### config.mk
export PLATFORM = sky130hd
export DESIGN_NAME = colour_sync_unit
export DESIGN_NICKNAME = d
export VERILOG_FILES = /design/src/rtl/csel_pkg.sv /design/src/rtl/csel_attr_hold.sv /design/src/rtl/csel_pixel_mux.sv /design/src/rtl/csel_sync_comb.sv /design/src/rtl/colour_sync_unit.sv
export SDC_FILE = /design/constraint.sdc
export NUM_CORES = 1
export LEC_CHECK = 0
export CORE_AREA = 2 2 39 41
export CTS_CLUSTER_DIAMETER = 200
export CTS_CLUSTER_SIZE = 25
export DETAILED_ROUTE_END_ITERATION = 7
export DIE_AREA = 0 0 41 43
export DONT_BUFFER_PORTS = 1
export GPL_TIMING_DRIVEN = 0
export HOLD_SLACK_MARGIN = 0.12
export PLACE_DENSITY_LB_ADDON = 0.2
export SYNTH_ARGS = -nofsm -noshare
export SYNTH_HDL_FRONTEND = slang
export SYNTH_HIERARCHICAL = 1
export SYNTH_SLANG_ARGS = --single-unit
### constraint.sdc
create_clock -name clk -period 2.2 [get_ports clk]
set_input_delay 0 -clock clk [delete_from_list [all_inputs] [get_ports clk]]
set_output_delay 0 -clock clk [all_outputs]
set_load 0.02 [all_outputs]
### src/rtl/csel_pkg.sv
package csel_pkg;
  localparam int COL_W  = 3;
  localparam int ATTR_W = 2 * COL_W + 2;

  typedef logic [COL_W-1:0] colour_t;

  typedef struct packed {
    logic    flash;
    logic    bright;
    colour_t paper;
    colour_t ink;
  } attr_t;

  // Colour for one pixel: border outside the picture, else ink/paper by pixel
  function automatic colour_t pick_colour(input logic en, input logic pix,
                                          input attr_t a, input colour_t bdr);
    colour_t c;
    if (!en)      c = bdr;
    else if (pix) c = a.ink;
    else          c = a.paper;
    return c;
  endfunction

  // Intensity is only meaningful inside the picture area
  function automatic logic pick_bright(input logic en, input attr_t a);
    return en & a.bright;
  endfunction

  function automatic logic merge_sync(input logic h, input logic v);
    return h ^ v;
  endfunction
endpackage

### src/rtl/csel_attr_hold.sv
module csel_attr_hold
  import csel_pkg::*;
(
  input  logic  clk,
  input  logic  rst_n,
  input  logic  stb,
  input  attr_t attr_in,
  output attr_t attr_eff,
  output attr_t attr_held
);
  attr_t held_q;

  always_ff @(posedge clk or negedge rst_n) begin
    if (!rst_n)   held_q <= '0;
    else if (stb) held_q <= attr_in;
  end

  // The strobe cycle already uses the fresh attribute
  assign attr_eff  = stb ? attr_in : held_q;
  assign attr_held = held_q;
endmodule

### src/rtl/csel_pixel_mux.sv
module csel_pixel_mux
  import csel_pkg::*;
(
  input  logic    clk,
  input  logic    rst_n,
  input  logic    en,
  input  logic    pix,
  input  attr_t   attr,
  input  colour_t border,
  output colour_t colour_q,
  output logic    bright_q
);
  colour_t colour_d;
  logic    bright_d;

  always_comb begin
    colour_d = pick_colour(en, pix, attr, border);
    bright_d = pick_bright(en, attr);
  end

  always_ff @(posedge clk or negedge rst_n) begin
    if (!rst_n) begin
      colour_q <= '0;
      bright_q <= 1'b0;
    end else begin
      colour_q <= colour_d;
      bright_q <= bright_d;
    end
  end
endmodule

### src/rtl/csel_sync_comb.sv
module csel_sync_comb
  import csel_pkg::*;
(
  input  logic clk,
  input  logic rst_n,
  input  logic hsync,
  input  logic vsync,
  output logic csync_q
);
  always_ff @(posedge clk or negedge rst_n) begin
    if (!rst_n) csync_q <= 1'b0;
    else        csync_q <= merge_sync(hsync, vsync);
  end
endmodule

### src/rtl/colour_sync_unit.sv
module colour_sync_unit
  import csel_pkg::*;
(
  input  logic       clk,
  input  logic       rst_n,
  input  logic       pix_in,
  input  logic       vid_en,
  input  logic       phase_stb,
  input  logic [7:0] attr_in,
  input  logic [2:0] border_in,
  input  logic       hsync_in,
  input  logic       vsync_in,
  output logic       red_o,
  output logic       green_o,
  output logic       blue_o,
  output logic       bright_o,
  output logic       csync_o
);
  attr_t   attr_eff;
  attr_t   attr_held;
  colour_t colour_q;

  csel_attr_hold u_hold (
    .clk      (clk),
    .rst_n    (rst_n),
    .stb      (phase_stb),
    .attr_in  (attr_t'(attr_in)),
    .attr_eff (attr_eff),
    .attr_held(attr_held)
  );

  csel_pixel_mux u_mux (
    .clk     (clk),
    .rst_n   (rst_n),
    .en      (vid_en),
    .pix     (pix_in),
    .attr    (attr_eff),
    .border  (colour_t'(border_in)),
    .colour_q(colour_q),
    .bright_q(bright_o)
  );

  csel_sync_comb u_sync (
    .clk    (clk),
    .rst_n  (rst_n),
    .hsync  (hsync_in),
    .vsync  (vsync_in),
    .csync_q(csync_o)
  );

  // Field order inside a colour: bit 0 blue, bit 1 red, bit 2 green
  assign blue_o  = colour_q[0];
  assign red_o   = colour_q[1];
  assign green_o = colour_q[2];
endmodule

# After elaboration in Yosys (flattened, before gate mapping)
# Index checks and enable logic that the tools add are counted.
classes:
  muxes: 3
  bitwise: 2
op_table:
  columns: ["op", "n"]
  rows:
  - ["$mux W7", 1]
  - ["$mux W3", 2]
  - ["$and A1 B1 Y1", 1]
  - ["$xor A1 B1 Y1", 1]
word_totals:
  register_bits: 12
  inputBits: 18
  output_inout_bits: 5
  elab_cells: 11

# Longest topological paths before layout
depth:
  word_depth: 3
  depth_mapped: 4
  depth_no_buf: 3

# By module
# The synthesis kept the hierarchy.
modules_own_cells:
  columns: ["module", "instances", "cells_per_inst", "area_per_inst_um2", "seq_area_each_um2"]
  rows:
  - ["csel_attr_hold", 1, 17, 331.6, 200.2]
  - ["csel_pixel_mux", 1, 14, 162.7, 100.1]
  - ["csel_sync_comb", 1, 2, 33.8, 25.0]

# Worst setup path after synthesis
# OpenSTA, ideal clock, no wires.
synth_path:
  kind: "reg2reg"
  start: "register u_hold.held_q (netlist bit u_hold/attr_held[0])"
  end: "register u_mux.colour_q[0]"
  setup_time_ps: 123
  arrival_time_ps: 786
  t_required_ps: 2077
  slack_ps: 1291
  stages_incl_launch_ff: 4
  n_path_buf: 0
  period_less_slack_ps: 909
  cell_sequence: "dfrtp_1 > mux2_4 > mux2i_1 > a21oi_1"
synth_lines:
  columns: ["item", "line_no", "source"]
  rows:
  - ["start: declaration", "csel_attr_hold.sv:11", "attr_t held_q;"]
  - ["start signal: assignment", "csel_attr_hold.sv:15", "else if (stb) held_q <= attr_in;"]
  - ["end signal: assignment", "csel_pixel_mux.sv:26", "colour_q <= colour_d;"]
  - ["end: declaration", "csel_pixel_mux.sv:10", "output colour_t colour_q,"]

==> results_dict.tcl <==
set metrics [dict create \
    critPathRequiredTime_ps 2350 \
    critPathArrivalTime_ps 1840 \
    grt-ovfl-total 0 \
    fin_nets 73 \
    final_cell_mix "dlygate4sd3_1, dfrtp_1, mux2_4" \
    htree_levels 1 \
    fin_tns_setup_ps 0 \
    dr.pass1.iters 1 \
    leakage_nw 0.331 \
    cts.sinks 12 \
    finalHoldViolations 0 \
    setup_violations 0 \
    syn-num-nets 49 \
    cp_slowest_cell "dlygate4sd3_1" \
    via_per_inst 4.57 \
    num_antenna_cells 0 \
    vdd_drop_max_v 0.000265 \
    cap_viol_max_count 0 \
    fmax_mhz 593 \
    antenna_found_initial 0 \
    critPathKind "input pin to flip-flop" \
    ant_nets 0 \
    hold_buffers 19 \
    drive_above_1_share 0.208 \
    core_area_mm2 0.00138 \
    grt_max_degree 13 \
    yosys_warnings 6 \
    cp_cell_sequence "dlygate4sd3_1 > buf_6 > mux2_4 > mux2i_1 > a21oi_1 > dlygate4sd3_1" \
    hold_path.class "input pin to async pin" \
    dr.first_iter.drc_count 0 \
    ios 23 \
    synthCells 31 \
    crit_top_cell "dlygate4sd3_1" \
    wl_per_cell_um 14.2 \
    period_needed_ps 1690 \
    via_count 315 \
    syn_area_per_cell_um2 15.7 \
    cts.clk_slew.worst_paths_ps 80 \
    dieHeight_um 43 \
    postCtsSetupBuffers 0 \
    status "finished, final reports clean" \
    dp_cells 47 \
    fill_cells 128 \
    post-dp-hpwl_um 610 \
    portBuffers 0 \
    drc 0 \
    rows 14 \
    cp-start-kind "input pin" \
    finalClockSkew_ps 6.72 \
    maxSlewViolCount 0 \
    clock-root-buffer "clkbuf_4" \
    initial_core_util 0.353 \
    clockBufferDepth 2 \
    place_area_um2 508 \
    cp_max_fo 7 \
    post-route-period-util 0.766 \
    final_cells 69 \
    worstMarginPinSlew_ps 518 \
    gp_congestion 0.588 \
    slew_headroom 0.653 \
    grt_pass1_wl_um 1580 \
    insertion_delay_ps 270 \
    track_usage 0.145 \
    rsz0062_at_grt "false" \
    routed_wl_um 978 \
    postLayoutCellArea_um2 721 \
    final_common_cell "dlygate4sd3_1" \
    syn_area_um2 488 \
    cts_tree "yes" \
    cts_resized 0 \
    die-area_mm2 0.00176 \
    cp-end-kind "flip-flop" \
    grt_pass1_vias 360 \
    power_density_mw_per_mm2 663 \
    critPathMaxStageDelay_ps 560 \
    cts_buffers 3 \
    syn2layout_area_growth_pct 47.7 \
    die_width_um 41 \
]
-- registers in the layout, summed over array words and instances, names as in the netlist --
name	flops
u_mux/colour_q	3
u_sync/csync_q	1
u_mux/bright_q	1
u_hold/attr_held	7
-- layer usage --
| metal | vias to the layer above | share of wire | GRT usage |
|---|---|---|---|
| li1 | 149 | - | - |
| met1 | 153 | 0.37 | 0.152 |
| met2 | 13 | 0.56 | 0.238 |
| met3 | 0 | 0.072 | 0.0471 |
| met4 | 0 | 0 | 0.0800 |
| met5 | - | 0 | 0 |
-- stage by stage --
stage | setup slack (ps) | util | hold slack, ps | power [mW]
floorplan | 1290 | - | -296 | 0.302
global placement | 1260 | 0.367 | -295 | 0.307
detailed placement | 1250 | 0.367 | -295 | 0.310
CTS | 565 | 0.521 | 147 | 0.479
global route | 477 | 0.521 | 190 | 0.501
finish | 515 | 0.521 | 140 | 0.477
-- cell type report --
| class | count | area, um^2 | share of cell area |
|---|---|---|---|
| buffer | 1 | 11.3 | 0.0156 |
| multi-input combinational | 18 | 176 | 0.245 |
| tap | 16 | 20.0 | 0.0278 |
| sequential | 12 | 300 | 0.417 |
| clock buffer | 3 | 22.5 | 0.0313 |
| timing repair buffer | 19 | 190 | 0.264 |
-- where the power goes --
group / total [mW] / internal (mW) / leakage, nW / switching, mW
combinational: 0.0844 / 0.0576 / 0.177 / 0.0268
clock: 0.131 / 0.0632 / 0.0138 / 0.0681
sequential: 0.262 / 0.242 / 0.140 / 0.0196
total: 0.477 / 0.363 / 0.331 / 0.115
-- final timing paths --
check / slack (ps) / depth (start not counted) / end / startpoint
max: 510 / 6 / u_mux/colour_q[1]$_DFF_PN0_ / phase_stb
min: 140 / 1 / u_hold/attr_held[6]$_DFF_PN0_ / rst_n
max reg2reg: 630 / 4 / u_mux/colour_q[1]$_DFF_PN0_ / u_hold/attr_held[1]$_DFF_PN0_
min reg2reg: 490 / 1 / u_hold/attr_held[5]$_DFF_PN0_ / u_hold/attr_held[5]$_DFF_PN0_
max in group asynchronous: 1710 / 1 / u_hold/attr_held[5]$_DFF_PN0_ / rst_n
min in group clk: 350 / 2 / u_sync/csync_q$_DFF_PN0_ / vsync_in
-- critical path: cells and delay by family --
family | cells | cell delay, ps
mux | 2 | 480
buf+inv | 3 | 1260
compound gates | 1 | 90
(Power assumes the default switching activity.)
